File: src/rtl/otp_pkg.sv
// Shared opcodes and lock layout for the fuse bank controller.
// Assumes a 14-bit control field with lock bits at positions 2..5.
package otp_pkg;
    typedef enum logic [1:0] {
        CMD_KEY_LOW   = 2'd0,
        CMD_USER_HIGH = 2'd1,
        CMD_CTRL      = 2'd2,
        CMD_NONE      = 2'd3
    } otp_cmd_e;

    localparam int LK_KEYUSER_WR = 2;
    localparam int LK_KEY_RD     = 3;
    localparam int LK_USER_RD    = 4;
    localparam int LK_CTRL_WR    = 5;

    typedef struct packed {
        logic ctrl_wr;
        logic user_rd;
        logic key_rd;
        logic keyuser_wr;
    } otp_lock_t;
endpackage

File: src/rtl/otp_write_gate.sv
// Decides whether a program command is accepted and forms next fuse values.
// Purely combinational; assumes the lock inputs come from the latched shadow.
module otp_write_gate
    import otp_pkg::*;
#(
    parameter int KEY_W  = 256,
    parameter int USER_W = 32,
    parameter int CTRL_W = 14,
    parameter int LOW_W  = 8,
    parameter logic [CTRL_W-1:0] RSVD = 14'h38C1
) (
    input  logic              req,
    input  otp_cmd_e          cmd,
    input  logic [KEY_W-1:0]  key_in,
    input  logic [USER_W-1:0] word_in,
    input  logic              blk_keyuser,
    input  logic              blk_ctrl,
    input  logic [KEY_W-1:0]  key_q,
    input  logic [USER_W-1:0] user_q,
    input  logic [CTRL_W-1:0] ctrl_q,
    output logic              accept,
    output logic              reject,
    output logic [KEY_W-1:0]  key_d,
    output logic [USER_W-1:0] user_d,
    output logic [CTRL_W-1:0] ctrl_d
);
    localparam logic [USER_W-1:0] LOW_MASK = {{(USER_W-LOW_W){1'b0}}, {LOW_W{1'b1}}};

    // Command decode with OR-only merge into the present fuse values.
    always_comb begin
        accept = 1'b0;
        key_d  = key_q;
        user_d = user_q;
        ctrl_d = ctrl_q;
        if (req) begin
            case (cmd)
                CMD_KEY_LOW: if (!blk_keyuser) begin
                    accept = 1'b1;
                    key_d  = key_q | key_in;
                    user_d = user_q | (word_in & LOW_MASK);
                end
                CMD_USER_HIGH: if (!blk_keyuser) begin
                    accept = 1'b1;
                    user_d = user_q | (word_in & ~LOW_MASK);
                end
                CMD_CTRL: if (!blk_ctrl) begin
                    accept = 1'b1;
                    ctrl_d = ctrl_q | (word_in[CTRL_W-1:0] & ~RSVD);
                end
                default: ;
            endcase
        end
        reject = req & ~accept;
    end
endmodule

File: src/rtl/otp_fuse_store.sv
// Fuse flops and the shadow lock register.
// Assumes fuses power up at zero and are never cleared; rst_n does not touch them.
module otp_fuse_store
    import otp_pkg::*;
#(
    parameter int KEY_W  = 256,
    parameter int USER_W = 32,
    parameter int CTRL_W = 14,
    parameter logic [CTRL_W-1:0] RSVD = 14'h38C1
) (
    input  logic              clk,
    input  logic              rst_n,
    input  logic              wr_en,
    input  logic              por_event,
    input  logic [KEY_W-1:0]  key_d,
    input  logic [USER_W-1:0] user_d,
    input  logic [CTRL_W-1:0] ctrl_d,
    output logic [KEY_W-1:0]  key_q,
    output logic [USER_W-1:0] user_q,
    output logic [CTRL_W-1:0] ctrl_q,
    output otp_lock_t         lock_q
);
    logic [KEY_W-1:0]  key_r  = '0;
    logic [USER_W-1:0] user_r = '0;
    logic [CTRL_W-1:0] ctrl_r = '0;
    otp_lock_t         lock_r = '0;

    // Fuse update on an accepted command.
    always_ff @(posedge clk) begin
        if (wr_en) begin
            key_r  <= key_d;
            user_r <= user_d;
            ctrl_r <= ctrl_d;
        end
    end

    // Lock shadow loads only on the power-on event.
    always_ff @(posedge clk) begin
        if (por_event) begin
            lock_r.keyuser_wr <= ctrl_r[LK_KEYUSER_WR];
            lock_r.key_rd     <= ctrl_r[LK_KEY_RD];
            lock_r.user_rd    <= ctrl_r[LK_USER_RD];
            lock_r.ctrl_wr    <= ctrl_r[LK_CTRL_WR];
        end
    end

    assign key_q  = key_r;
    assign user_q = user_r;
    assign ctrl_q = ctrl_r;
    assign lock_q = lock_r;

    assert_monotonic_R1: assert property (@(posedge clk) disable iff (!rst_n)
        ((($past(key_r) & ~key_r) == '0) && (($past(user_r) & ~user_r) == '0)
         && (($past(ctrl_r) & ~ctrl_r) == '0)));

    assert_lock_hold_R6: assert property (@(posedge clk) disable iff (!rst_n)
        !por_event |=> $stable(lock_r));

    always_comb assert_rsvd_zero_R8: assert ((ctrl_r & RSVD) == '0);
endmodule

File: src/rtl/otp_read_port.sv
// Registered debug read port with key and user masking.
// Assumes the user word width equals the read word width.
module otp_read_port #(
    parameter int KEY_W  = 256,
    parameter int WORD_W = 32,
    parameter int CTRL_W = 14,
    parameter int ADDR_W = 4
) (
    input  logic              clk,
    input  logic              rst_n,
    input  logic              rd_req,
    input  logic [ADDR_W-1:0] rd_addr,
    input  logic [KEY_W-1:0]  key_q,
    input  logic [WORD_W-1:0] user_q,
    input  logic [CTRL_W-1:0] ctrl_q,
    input  logic              hide_key,
    input  logic              hide_user,
    output logic              rd_valid,
    output logic [WORD_W-1:0] rd_data
);
    localparam int KEY_WORDS = KEY_W / WORD_W;
    localparam logic [ADDR_W-1:0] A_USER = ADDR_W'(KEY_WORDS);
    localparam logic [ADDR_W-1:0] A_CTRL = ADDR_W'(KEY_WORDS + 1);

    logic [WORD_W-1:0] sel_data;

    // Address decode with read masking.
    always_comb begin
        sel_data = '0;
        if (rd_addr < A_USER)
            sel_data = hide_key ? '1 : key_q[rd_addr*WORD_W +: WORD_W];
        else if (rd_addr == A_USER)
            sel_data = hide_user ? '1 : user_q;
        else if (rd_addr == A_CTRL)
            sel_data = {{(WORD_W-CTRL_W){1'b0}}, ctrl_q};
    end

    // Response register, cleared by the normal reset.
    always_ff @(posedge clk) begin
        if (!rst_n) begin
            rd_valid <= 1'b0;
            rd_data  <= '0;
        end else begin
            rd_valid <= rd_req;
            rd_data  <= rd_req ? sel_data : '0;
        end
    end

    assert_rd_latency_R10: assert property (@(posedge clk) disable iff (!rst_n)
        rd_req |=> rd_valid);

    assert_key_hidden_R3: assert property (@(posedge clk) disable iff (!rst_n)
        (rd_req && rd_addr < A_USER && hide_key) |=> (rd_data == '1));

    assert_user_hidden_R4: assert property (@(posedge clk) disable iff (!rst_n)
        (rd_req && rd_addr == A_USER && hide_user) |=> (rd_data == '1));
endmodule

File: src/rtl/otp_fuse_ctrl.sv
// Top of the fuse bank controller: write gate, fuse store and debug read port.
// Assumes por_event is a single-cycle pulse; rst_n clears responses only.
module otp_fuse_ctrl
    import otp_pkg::*;
#(
    parameter int KEY_W  = 256,
    parameter int USER_W = 32,
    parameter int CTRL_W = 14,
    parameter int LOW_W  = 8,
    parameter logic [CTRL_W-1:0] RSVD = 14'h38C1,
    localparam int ADDR_W = $clog2(KEY_W / USER_W + 2)
) (
    input  logic              clk,
    input  logic              rst_n,
    input  logic              por_event,
    input  logic              prog_valid,
    input  logic [1:0]        prog_cmd,
    input  logic [KEY_W-1:0]  prog_key,
    input  logic [USER_W-1:0] prog_word,
    output logic              prog_done,
    output logic              prog_err,
    input  logic              dbg_rd_req,
    input  logic [ADDR_W-1:0] dbg_rd_addr,
    output logic              dbg_rd_valid,
    output logic [USER_W-1:0] dbg_rd_data,
    output logic [USER_W-1:0] fab_user
);
    logic [KEY_W-1:0]  key_q, key_d;
    logic [USER_W-1:0] user_q, user_d;
    logic [CTRL_W-1:0] ctrl_q, ctrl_d;
    otp_lock_t         lock_q;
    logic              accept, reject, blk_keyuser;

    // Any of three lock bits freezes key and user fields.
    assign blk_keyuser = lock_q.keyuser_wr | lock_q.key_rd | lock_q.user_rd;

    otp_write_gate #(.KEY_W(KEY_W), .USER_W(USER_W), .CTRL_W(CTRL_W),
                     .LOW_W(LOW_W), .RSVD(RSVD)) gate_i (
        .req(prog_valid), .cmd(otp_cmd_e'(prog_cmd)), .key_in(prog_key),
        .word_in(prog_word), .blk_keyuser(blk_keyuser), .blk_ctrl(lock_q.ctrl_wr),
        .key_q(key_q), .user_q(user_q), .ctrl_q(ctrl_q),
        .accept(accept), .reject(reject),
        .key_d(key_d), .user_d(user_d), .ctrl_d(ctrl_d));

    otp_fuse_store #(.KEY_W(KEY_W), .USER_W(USER_W), .CTRL_W(CTRL_W),
                     .RSVD(RSVD)) store_i (
        .clk(clk), .rst_n(rst_n), .wr_en(accept), .por_event(por_event),
        .key_d(key_d), .user_d(user_d), .ctrl_d(ctrl_d),
        .key_q(key_q), .user_q(user_q), .ctrl_q(ctrl_q), .lock_q(lock_q));

    otp_read_port #(.KEY_W(KEY_W), .WORD_W(USER_W), .CTRL_W(CTRL_W),
                    .ADDR_W(ADDR_W)) rd_i (
        .clk(clk), .rst_n(rst_n), .rd_req(dbg_rd_req), .rd_addr(dbg_rd_addr),
        .key_q(key_q), .user_q(user_q), .ctrl_q(ctrl_q),
        .hide_key(lock_q.key_rd), .hide_user(lock_q.user_rd),
        .rd_valid(dbg_rd_valid), .rd_data(dbg_rd_data));

    // One-cycle command response pulses.
    always_ff @(posedge clk) begin
        if (!rst_n) begin
            prog_done <= 1'b0;
            prog_err  <= 1'b0;
        end else begin
            prog_done <= accept;
            prog_err  <= reject;
        end
    end

    assign fab_user = user_q;

    assert_blocked_stable_R2: assert property (@(posedge clk) disable iff (!rst_n)
        reject |=> ($stable(key_q) && $stable(user_q) && $stable(ctrl_q) && prog_err));

    assert_resp_excl_R9: assert property (@(posedge clk) disable iff (!rst_n)
        !(prog_done && prog_err));

    assert_resp_follow_R9: assert property (@(posedge clk) disable iff (!rst_n)
        prog_valid |=> (prog_done || prog_err));
endmodule

File: config.mk
export PLATFORM = sky130hd
export DESIGN_NAME = otp_fuse_ctrl
export DESIGN_NICKNAME = d
export VERILOG_FILES = /design/src/rtl/otp_pkg.sv /design/src/rtl/otp_write_gate.sv /design/src/rtl/otp_fuse_store.sv /design/src/rtl/otp_read_port.sv /design/src/rtl/otp_fuse_ctrl.sv
export SDC_FILE = /design/constraint.sdc
export NUM_CORES = 1
export LEC_CHECK = 0
export BUFFER_PORTS_ARGS = -buffer_cell sky130_fd_sc_hd__buf_2
export CAP_MARGIN = 20
export CORE_MARGIN = 10
export CORE_UTILIZATION = 58
export CTS_CLUSTER_DIAMETER = 120
export DETAILED_ROUTE_END_ITERATION = 8
export PLACE_DENSITY = 0.95
export SLEW_MARGIN = 30
export SYNTH_ARGS = -nofsm -noshare
export SYNTH_HDL_FRONTEND = slang
export SYNTH_HIERARCHICAL = 1
export SYNTH_SLANG_ARGS = --single-unit
File: constraint.sdc
create_clock -name clk -period 22.8 [get_ports clk]
set_input_delay 2.28 -clock clk [delete_from_list [all_inputs] [get_ports clk]]
set_output_delay 2.28 -clock clk [all_outputs]
set_load 0.03 [all_outputs]
* Word level (Yosys, flattened, before mapping)
Index checks and enable logic that the tools add are counted.
** Storage, ports and cells
- Memories :: 0
- Bits in registers :: 341
- Memory bits (writable) :: 0
- Word-level logic and storage cells :: 48
- Bits in latches :: 0
- Bits in read-only memories :: 0
- Input bits :: 299
- Output and inout bits :: 67
** Cells by class
- Order comparisons :: 1
- Div/mod/pow operators :: 0
- Equality and inequality tests :: 6
- Add/subtract/negate cells :: 0
- Multiplexer cells :: 12
- $mul :: 0
- Bitwise gates (word level) :: 10
- Reductions and logical operators :: 7
- Shift operators :: 1
** Operators by type and width (number)
- bitwise OR 256 bit :: 1
- indexed part select 256 x 10 -> 32 bit :: 1
- 2-to-1 mux 32 bit :: 6
- case mux 32 bit (2 select lines) :: 1
- bitwise OR 32 bit :: 1
- bitwise OR 32 x 8 -> 32 bit :: 1
- 2-to-1 mux 14 bit :: 1
- bitwise OR 14 x 11 -> 14 bit :: 1
- == test 4 bit (second input constant) :: 2
- AND reduction 4 bit :: 2
- AND reduction 5 bit :: 1
- less-than comparator 4 bit (second input constant) :: 1
- != test 2 bit (second input constant) :: 2
- 2-to-1 mux 1 bit :: 3
- NOT 1 bit :: 3
- == test 2 x 1 -> 1 bit (second input constant) :: 1
- == test 2 bit (second input constant) :: 1
- zero test 2 bit :: 1
- bitwise OR 1 bit :: 2
- case mux 1 bit (2 select lines) :: 1
- AND reduction 2 bit :: 1
- nonzero test 2 bit :: 1
- OR reduction 2 bit :: 1
- bitwise AND 1 bit :: 1

* Longest topological paths before layout
Gate-level depths: netlist of run 1.
- Depth after elaboration :: 7
- Depth in mapped cells :: 6
- Gate-level depth less buffers :: 4

* By module
Netlist of run 1, hierarchy kept.
** By module, submodules not included
- otp_fuse_store :: instances 1, sequential area each 9188.8 µm², cells an instance 306, area an instance 9188.8 µm²
- otp_read_port :: instances 1, sequential area each 660.6 µm², cells an instance 287, area an instance 3559.7 µm²
- otp_write_gate :: instances 1, sequential area each 0.0 µm², cells an instance 342, area an instance 2573.7 µm²
- otp_fuse_ctrl :: instances 1, sequential area each 40.0 µm², cells an instance 5, area an instance 58.8 µm²

* Least setup slack after synthesis of run 1
Ideal clock, no wire load.
- Kind :: input to register
- Start :: input port prog_cmd[0]
- End :: register prog_done
- Buffers on the path :: 0
- Cell stages on the path :: 3
- Required time :: 22.695 ns
- Arrival time :: 9.814 ns
- Setup time :: 0.105 ns
- Path slack :: 12.882 ns
- Cells stage by stage :: nor3b_1 -> o21a_1 -> and2_1
** Between the ends
- Cells in the longest elaborated chain, start to end :: 4
- Elaborated cells between the ends (all ways) :: 6
- Those cells by class :: 2 x eq/ne; 2 x mux; 2 x reduce/logical
** Ends and longest elaborated chain
- start, declared :: RTL line otp_fuse_ctrl.sv:17 : input logic [1:0] prog_cmd,
- == test 2 x 1 -> 1 bit / zero test 2 bit (equally long branches) :: RTL line otp_write_gate.sv:36 : case (cmd)
- OR reduction 2 bit (no source line)
- case mux 1 bit (2 select lines) (*) :: RTL line otp_write_gate.sv:36
- 2-to-1 mux 1 bit (*) :: RTL line otp_write_gate.sv:35 : if (req) begin
- named net accept :: RTL line otp_fuse_ctrl.sv:32 : logic accept, reject, blk_keyuser;
- end signal, assigned :: RTL line otp_fuse_ctrl.sv:64 : prog_done <= accept;
- end, declared :: RTL line otp_fuse_ctrl.sv:20 : output logic prog_done,
Mark *: on every way through the listed nets, which the timed path passes. The rest lies on a longest branch.
A chain may end at the register's enable or synchronous reset.

* Worst setup path in the final report of run 1
- Start :: input port prog_cmd[1]
- End :: register store_i.key_r[15] (netlist: store_i/key_q[15]) (enable)
** Between the ends
- Cells in the longest elaborated chain, start to end :: 5
- Elaborated cells between the ends (all ways) :: 7
- Those cells by class :: 2 x eq/ne; 2 x mux; 3 x reduce/logical
** Ends and longest elaborated chain
- == test 2 x 1 -> 1 bit / zero test 2 bit (equally long branches) :: RTL line otp_write_gate.sv:36
- OR reduction 2 bit (no source line)
- case mux 1 bit (2 select lines) (*) :: RTL line otp_write_gate.sv:36
- 2-to-1 mux 1 bit (*) :: RTL line otp_write_gate.sv:35
- named net accept :: RTL line otp_fuse_ctrl.sv:32
- AND reduction 4 bit (no source line) (*)
- end signal, assigned :: RTL line otp_fuse_store.sv:31 : key_r <= key_d;
- end, declared :: RTL line otp_fuse_store.sv:23 : logic [KEY_W-1:0] key_r = '0;
Marks and branches as above.

==> reports/qor.yml, run 1 <==
htree_levels: 2
clk_pin_slew_worst_paths_ns: 0.06
path_common_cell: "buf_6"
cap_violations: 0
synth-seq-cells: 341
grt_max_degree: 264
drv_slew: 0
drt_iter0_drc: 1128
cp-end-kind: "register"
ys.flop_type: "edfxtp_1"
total_power_mw: 1.37
dpl_worst_slack_ns: 16.92
setup_tns_ns: 0
synth-async-reset-ratio_pct: 0
cts_buffers: 36
route.antenna.remaining_nets: 0
path_cells: "buf_2 > nor3b_1 > o21a_4 > buf_6 > buf_6"
drc: 0
grt_usage_pct: 24.0
portBuffers: 365
via_count: 10300
min-delay-start: "store_i/ctrl_q[12]"
fmax_mhz: 220
p_leak_nw: 8.16
p_per_area_nw_per_um2: 74.5
firstDrtPassIters: 5
core-area_sq_um: 26100
post-place-cells: 1572
fin_skew_ns: 0.0166
timing.final.crit_share_pct: 19.9
setup_viol: 0
routed_wl_um: 42300
fin_hold_ws_ns: 0.453
hold_violations: 0
cpMaxStageDelayCell: "buf_6"
gp_congestion: 0.851
antenna_found_initial: 10
fin_cells: 1648
synth_most_common_cell: "edfxtp_1"
worst-r2r-cell-count: 5
die_area_sq_um: 33400
grt.overflow.total: 0
synthDistinctLibCells: 32
min_path_type: "register to register"
clockBufferDepth: 3
cts_hold_buf: 0
cts_tree: "built"
die_x_um: 183
first_global_vias: 10600
synth-edff-count: 306
finalCriticalPeriod_ns: 4.54
viasPerCell: 6.26
syn_inst: 940
clk_latency_ns: 0.50
ioPinCount: 366
cp_slowest_stage_delay_ns: 0.68
drive_above_1_share_pct: 39.2
wire_per_inst_um: 25.7
rsz0062_at_grt: "false"
critPathArrivalTime_ns: 4.67
worst_slew_pin_slew_ns: 0.907
r2r-end: "store_i/key_q[15]"
ir_drop_v: 0.0000690
die_h_um: 183
row_count: 59
netlist_area_sq_um: 15400
worstPathMaxFanout: 84
final_nets: 1578
synth_largest_area_cell: "edfxtp_1"
ys_warn_count: 6
cts_resized: 0
synth_common_cells: "edfxtp_1, a21o_1, mux4_2"
dp.final_hpwl_um: 29900
initial_core_util_pct: 59.0
area_delta_synth_final_pct: 19.7
yosysSeqAreaShare_pct: 64.3
syn_nets: 1239
r2r_start: "store_i/lock_q[1]"
clkSinkCount: 341
path_class: "input pin to register"
post_cts_buffers: 0
worst_slack_ns: 18.26
relSlewSlack_pct: 39.3
crit_required_ns: 22.93
grt_pass1_wl_um: 62500
hold_end: "store_i/ctrl_q[12]"
status: "complete, no violations"
cts_root_buf: "clkbuf_16"
hold_depth: 0
cp-start-kind: "input pin"
syn_area_per_cell_sq_um: 16.4
synth.top_cell.area_share_pct: 59.7
ff2ff_setup_slack_ns: 19.02
synth_area_leaders: "edfxtp_1, a21o_1, mux4_2"
## cell usage in the layout, fill, tap and decap left out, types with 18 or more instances in the layout
master       n
buf_2      363
edfxtp_1   306
a21o_1     296
mux4_2      45
clkbuf_16   37
dfxtp_1     35
nand2_1     32
mux4_1      19
mux2i_1     18
a21oi_1     18
## report_power, final
part / internal [mW] / switching [mW]
clock network: 0.334 / 0.232
registers: 0.693 / 0.00798
logic: 0.0470 / 0.0576
## critical path, delay by kind of cell
family	cells	cell delay [ns]
AO/OA/AOI/OAI	1	0.48
buffers and inverters	3	1.50
AND/OR/NAND/NOR	1	0.33
## stage by stage
step	instance area (sq um)	util, %
global route	18400	70.7
CTS	18300	70.3
detailed placement	17200	65.9
floorplan	15400	-
global placement	17200	65.9
finish	18400	70.7
## area by class of cell
type / instances / area, sq um
antenna: 11 / 27.5
clock buffer: 46 / 970
clock inverter: 15 / 158
fill: 1612 / 7640
inverter: 1 / 3.75
multi-input combinational: 521 / 4960
sequential: 341 / 9890
tap: 335 / 419
timing repair buffer: 378 / 1990
## registers in the layout, indices dropped and copies added (netlist names)
name	flops
store_i/user_q	32
store_i/lock_q	4
rd_i/rd_data	32
store_i/key_q	256
prog_done	1
rd_i/rd_valid	1
store_i/ctrl_q	14
prog_err	1
## how the worst max path moves through the flow
| stage | cells after the start | from | end | slack [ns] |
|---|---|---|---|---|
| finish | 5 | prog_cmd[1] | store_i/key_q[15] | 18.26 |
| detailed placement | 5 | prog_cmd[1] | store_i/key_q[208] | 16.92 |
| CTS | 5 | prog_cmd[1] | store_i/key_q[15] | 17.42 |
| global route | 5 | prog_cmd[1] | store_i/key_q[17] | 18.15 |
| global placement | 5 | prog_cmd[1] | store_i/key_q[127] | 17.02 |
| floorplan | 3 | prog_cmd[0] | prog_done | 12.88 |
## metal layers
metal	vias to the layer above	part of all wire (%)	wire, um	track usage (%)
met5	-	0	0	0
met4	0	3.8	1610	10.8
met3	101	9.1	3830	4.88
met2	614	49	20600	38.0
met1	5106	39	16300	31.7
li1	4493	-	-	-
## cells by family after synthesis
| family | synth area share, % |
|---|---|
| flops | 64.3 |
| mux | 11.0 |
| compound gates | 18.6 |
| simple gates | 2.44 |
| buf+inv | 3.64 |
Power figures use the tool's default switching activity.
==> inputs of run 2 (changes only) <==
ABC_AREA = 1   (was not set)
CORE_UTILIZATION = 50   (was 58)
PLACE_DENSITY = 0.88   (was 0.95)
clock period = 4 ns   (was 22.8 ns; I/O delays follow)
==> reports/qor.yml, run 2 <==
status: "complete, no violations"
clkSinkCount: 341  # unchanged
setup_viol: 0  # unchanged
fmax_mhz: 379
via_count: 15800  # +54%
grt_max_degree: 154  # -42%
drt_iter0_drc: 1782  # +58%
dp.final_hpwl_um: 41700  # +39%
area_delta_synth_final_pct: 19.0
grt_pass1_wl_um: 89000  # +42%
fin_area_sq_um: 20900  # +13%
post_cts_buffers: 0  # unchanged
wire_per_inst_um: 19.9  # -23%
ys_warn_count: 6  # unchanged
syn_nets: 2443  # +97%
timing.final.crit_share_pct: 66.0
critPathArrivalTime_ns: 3.05  # -1.62 ns
final_cell_mix: "nand2_1, inv_1, nand3_1"
hold_end: "prog_done"
rsz0062_at_grt: "false"
cp-start-kind: "register"
drc: 0  # unchanged
routed_wl_um: 58400  # +38%
die_area_sq_um: 43000  # +29%
synth_largest_area_cell: "edfxtp_1"
cts_root_buf: "clkbuf_16"
first_global_vias: 15700  # +48%
cap_violations: 0  # unchanged
clk_pin_slew_worst_paths_ns: 0.06  # about the same
initial_core_util_pct: 50.7  # -8.3 points
synth_common_cells: "nand2_1, inv_1, nand3_1"
hold_depth: 3  # +3
top_usage_layer: "met2"
final_common_cell: "nand2_1"
ys.flop_type: "edfxtp_1"
htree_levels: 2  # unchanged
synthDistinctLibCells: 20  # -38%
gp_congestion: 0.982  # +15%
worst-r2r-cell-count: 7  # +2
fin_util_pct: 60.3  # -10 points
firstDrtPassIters: 9  # +4
route.antenna.remaining_nets: 0  # unchanged
met2_usage_pct: 44.1  # +6.1 points
final_nets: 2746  # +74%
post-place-cells: 2860  # +82%
cts_resized: 0  # unchanged
cts_hold_buf: 0  # unchanged
syn_area_per_cell_sq_um: 8.18  # -50%
grt_util_met3_pct: 5.16  # +0.28 points
p_leak_nw: 10.2  # +25%
synth.top_cell.area_share_pct: 52.4  # -7.4 points
ir_drop_v: 0.000355  # +410%
worstPathMaxFanout: 104  # +24%
antenna_found_initial: 9  # -1
synth_most_common_cell: "nand2_1"
p_per_area_nw_per_um2: 389  # +420%
crit_required_ns: 4.41  # -18.52 ns
row_count: 68  # +15%
ioPinCount: 366  # unchanged
synth_area_leaders: "edfxtp_1, nand2_1, nand3_1"
syn_inst: 2144  # +130%
drv_slew: 0  # unchanged
synth-edff-count: 306  # unchanged
ff2ff_setup_slack_ns: 1.36  # -17.66 ns
core-area_sq_um: 34600  # +33%
grt.overflow.total: 0  # unchanged
relSlewSlack_pct: 37.4  # -2.0 points
cp-end-kind: "register"
finalCriticalPeriod_ns: 2.64
die_x_um: 207  # +13%
fin_skew_ns: 0.0234  # +0.00685 ns
fin_cells: 2938  # +78%
grt_usage_pct: 25.9  # +1.9 points
met1_usage_pct: 31.4  # -0.27 points
worst_slew_pin_slew_ns: 0.939  # +0.0326 ns
yosysSeqAreaShare_pct: 56.4  # -7.9 points
clockBufferDepth: 3  # unchanged
min_path_type: "input pin to register"
path_class: "register to register"
cts_tree: "built"
synth-seq-cells: 341  # unchanged
netlist_area_sq_um: 17500  # +14%
hold_violations: 0  # unchanged
largest_reg_flops: 256  # unchanged
portBuffers: 365  # unchanged
min-delay-start: "rst_n"
clk_latency_ns: 0.54  # +0.04 ns
drive_above_1_share_pct: 18.4  # -21 points
r2r_start: "store_i/lock_q[2]"
cts_buffers: 39  # +8.3%
die_h_um: 207  # +13%
r2r-end: "store_i/key_q[10]"
synth-async-reset-ratio_pct: 0  # unchanged
viasPerCell: 5.39  # -14%
dpl_cell_area_sq_um: 19600  # +14%
-- run 2: changes by cell type after synthesis, sizes merged, moves of 14 or more --
cell,delta
mux2i,-18
or2,-18
buf,+38
a311oi,-14
nand3,+386
a221oi,-18
nor2,+62
nand2,+688
o21ai,+46
a22oi,+14
inv,+398
o22ai,-14
mux4,-64
a21o,-296
-- run 2: cell families (layout without fill, tap and decap cells) --
family                 after synthesis  in the layout  share of synthesized area, %
and+or+nand+nor                   1171           1171                          28.0
buffers and inverters              531            863                          12.5
DFF                                341            341                          56.4
AOI/OAI and AO/OA                  101            101                          3.19
other                                0              7                             0
-- run 2: per-layer routing --
layer	vias up	wire length, um	part of all wire (%)
li1	7381	-	-
met1	7355	22000	38
met2	939	28500	49
met3	153	5340	9.1
met4	4	2520	4.3
met5	-	21	0.036
-- run 2: power breakdown --
group          total, mW  internal, mW  leakage, nW  switching (mW)
logic              0.627         0.215         6.58           0.412
clock network       3.59          2.14        0.614            1.46
registers           3.91          3.88         3.00          0.0259
-- run 2: worst max-delay path by stage --
stage / from / to / slack (ns) / cells after the start
CTS: store_i/lock_q[2] / store_i/key_q[10] / 1.33 / 6
global placement: dbg_rd_addr[0] / rd_i/rd_data[10] / 1.17 / 8
detailed placement: store_i/lock_q[2] / store_i/key_q[10] / 1.33 / 6
floorplan: store_i/lock_q[1] / store_i/ctrl_q[0] / -2.28 / 5
finish: store_i/lock_q[2] / store_i/key_q[10] / 1.36 / 7
global route: store_i/lock_q[2] / store_i/key_q[10] / 1.23 / 7
-- run 2: through the flow --
step	setup WS, ns	total power, mW	hold slack, ns	setup TNS [ns]
3_5_place_dp	1.33	4.60	0.447	0
6_report	1.36	8.13	0.0995	0
5_1_grt	1.23	8.35	0.107	0
2_1_floorplan	-2.28	4.30	0.444	-689.18
4_1_cts	1.33	8.16	0.0847	0
3_3_place_gp	1.17	4.59	0.444	0
-- run 2: layout make-up --
cell class	instances	area (sq um)
sequential	341	9890
clock inverter	18	204
tap	455	569
clock buffer	52	1070
antenna	7	17.5
inverter	404	1520
fill	2960	13700
timing repair buffer	389	2120
multi-input combinational	1272	5500
-- run 2: critical path: stages, from the launching register on --
cell,delay (ns)
edfxtp_1,0.64
buf_8,0.27
inv_1,0.07
nand2_2,0.09
nor2_8,0.58
buf_12,0.44
nand3_1,0.25
nand2_1,0.12
==> inputs of run 3 (changes only) <==
CORE_UTILIZATION = 56   (was 50)
PLACE_DENSITY = 0.92   (was 0.88)
clock period = 2.5 ns   (was 4 ns; I/O delays follow)
==> reports/qor.yml, run 3 (synthesis gave the netlist of run 2 again) <==
status: "complete, no violations"
path_class: "register to register"
hold_violations: 0  # unchanged
cp-end-kind: "register"
cts_tree: "built"
grt.overflow.total: 0  # unchanged
ioPinCount: 366  # unchanged
clockBufferDepth: 3  # unchanged
final_nets: 2764  # +0.66%
area_delta_synth_final_pct: 19.8
fin_hold_ws_ns: 0.00758  # -0.0919 ns
gp_congestion: 0.999  # +1.8%
critPathArrivalTime_ns: 2.31  # -0.74 ns
rsz0062_at_grt: "false"
ir_drop_v: 0.000545  # +54%
final_common_cell: "nand2_1"
cap_violations: 0  # unchanged
drv_slew: 0  # unchanged
drive_above_1_share_pct: 18.8  # +0.43 points
worst_slack_ns: 0.360  # -1.00 ns
post_cts_buffers: 0  # unchanged
setup_viol: 0  # unchanged
finalCriticalPeriod_ns: 2.14  # -0.500 ns
worstPathMaxFanout: 74  # -29%
firstDrtPassIters: 8  # -1
route.antenna.remaining_nets: 0  # unchanged
viasPerCell: 5.52  # +2.4%
drt_iter0_drc: 1888  # +5.9%
total_power_mw: 12.9  # +59%
worst_slew_pin_slew_ns: 0.787  # -0.153 ns
cp-start-kind: "register"
clk_pin_slew_worst_paths_ns: 0.06  # about the same
dpl_cell_area_sq_um: 19600  # +0.35%
relSlewSlack_pct: 47.6  # +10 points
routed_wl_um: 56700  # -2.8%
portBuffers: 365  # unchanged
grt_max_degree: 93  # -40%
wire_per_inst_um: 19.5  # -1.6%
via_count: 16000  # +1.2%
antenna_found_initial: 16  # +7
p_leak_nw: 10.3  # +1.0%
die_x_um: 197  # -5.0%
die_h_um: 197  # -5.0%
grt_usage_pct: 28.4  # +2.5 points
crit_required_ns: 2.67  # -1.74 ns
core-area_sq_um: 30700  # -11%
clkSinkCount: 341  # unchanged
initial_core_util_pct: 57.1  # +6.4 points
cts_buffers: 38  # -2.6%
drc: 0  # unchanged
grt_pass1_wl_um: 87200  # -2.1%
die_area_sq_um: 38800  # -9.7%
dp.final_hpwl_um: 41400  # -0.66%
htree_levels: 2  # unchanged
fmax_mhz: 467  # +23%
dpl_worst_slack_ns: 0.414  # -0.916 ns
largest_reg_flops: 256  # unchanged
final_cell_mix: "nand2_1, inv_1, nand3_1"
timing.final.crit_share_pct: 85.6  # +20 points
fin_skew_ns: 0.0299  # +0.00644 ns
cts_root_buf: "clkbuf_16"
clk_latency_ns: 0.54  # about the same
fin_area_sq_um: 21000  # +0.70%
num-fill-cells: 2414  # -18%
first_global_vias: 16200  # +2.8%
p_per_area_nw_per_um2: 615  # +58%
row_count: 64  # -5.9%
min_path_type: "input pin to register"
==> run 3: cell count changes in the layout (fill, tap and decap cells not counted), sizes merged <==
| cell | previous run | this run |
|---|---|---|
| diode | 7 | 13 |
| clkinv | 17 | 18 |
| clkinvlp | 1 | 0 |
| clkbuf | 52 | 51 |
| buf | 389 | 399 |
| dlygate4sd3 | 0 | 9 |
==> run 3: path summary, 6_finish.rpt <==
check | from | endpoint | slack [ns] | cells past startpoint
max | store_i/lock_q[1] | store_i/key_q[73] | 0.36 | 7
min | prog_key[5] | store_i/key_q[5] | 0.008 | 3
min reg2reg | store_i/ctrl_q[7] | store_i/ctrl_q[7] | 0.47 | 0
max reg2reg | store_i/lock_q[1] | store_i/key_q[73] | 0.36 | 7
==> run 3: worst max-delay path, stage by stage, from the launching register on <==
cell and delay, ns:
edfxtp_1 0.43, nor2_1 0.17, nand2_2 0.12, inv_2 0.08, nand2_2 0.08, a21oi_4 0.22
buf_12 0.25, buf_12 0.35
==> run 3: report_power, final <==
| part | total, mW | switching (mW) | internal, mW |
|---|---|---|---|
| Clock | 5.67 | 2.29 | 3.38 |
| Sequential | 6.25 | 0.0372 | 6.21 |
| Combinational | 1.01 | 0.653 | 0.354 |
| Total | 12.9 | 2.98 | 9.95 |
==> run 3: per-layer routing <==
layer | GRT usage [%] | part of all wire (%)
met5 | 0 | 0.078
met4 | 17.5 | 5.9
met3 | 6.13 | 10
met2 | 47.1 | 48
met1 | 33.2 | 35
==> run 3: metrics by stage <==
step                      setup TNS (ns)  std cells  util (%)
after floorplan                 -1108.95       2144         -
after global placement                 0       2812      63.9
after detailed placement               0       2812      63.9
after CTS                              0       2890      68.3
after global routing                   0       2899      68.4
final                                  0       2903      68.4
==> run 3: repair_timing <==
item	CTS	global route
endpoints found under the hold margin	13	0
hold buffers	9	0
resized for setup	0	0
==> run 3: layout make-up <==
class / instances / area [sq um] / area share [%]
Multi-Input combinational cell: 1272 / 5500 / 26.1
Sequential cell: 341 / 9890 / 47.0
Timing Repair Buffer: 408 / 2340 / 11.1
Tap cell: 396 / 495 / 2.36
Inverter: 404 / 1520 / 7.22
Antenna cell: 13 / 32.5 / 0.155
Clock inverter: 18 / 208 / 0.988
Clock buffer: 51 / 1050 / 5.00
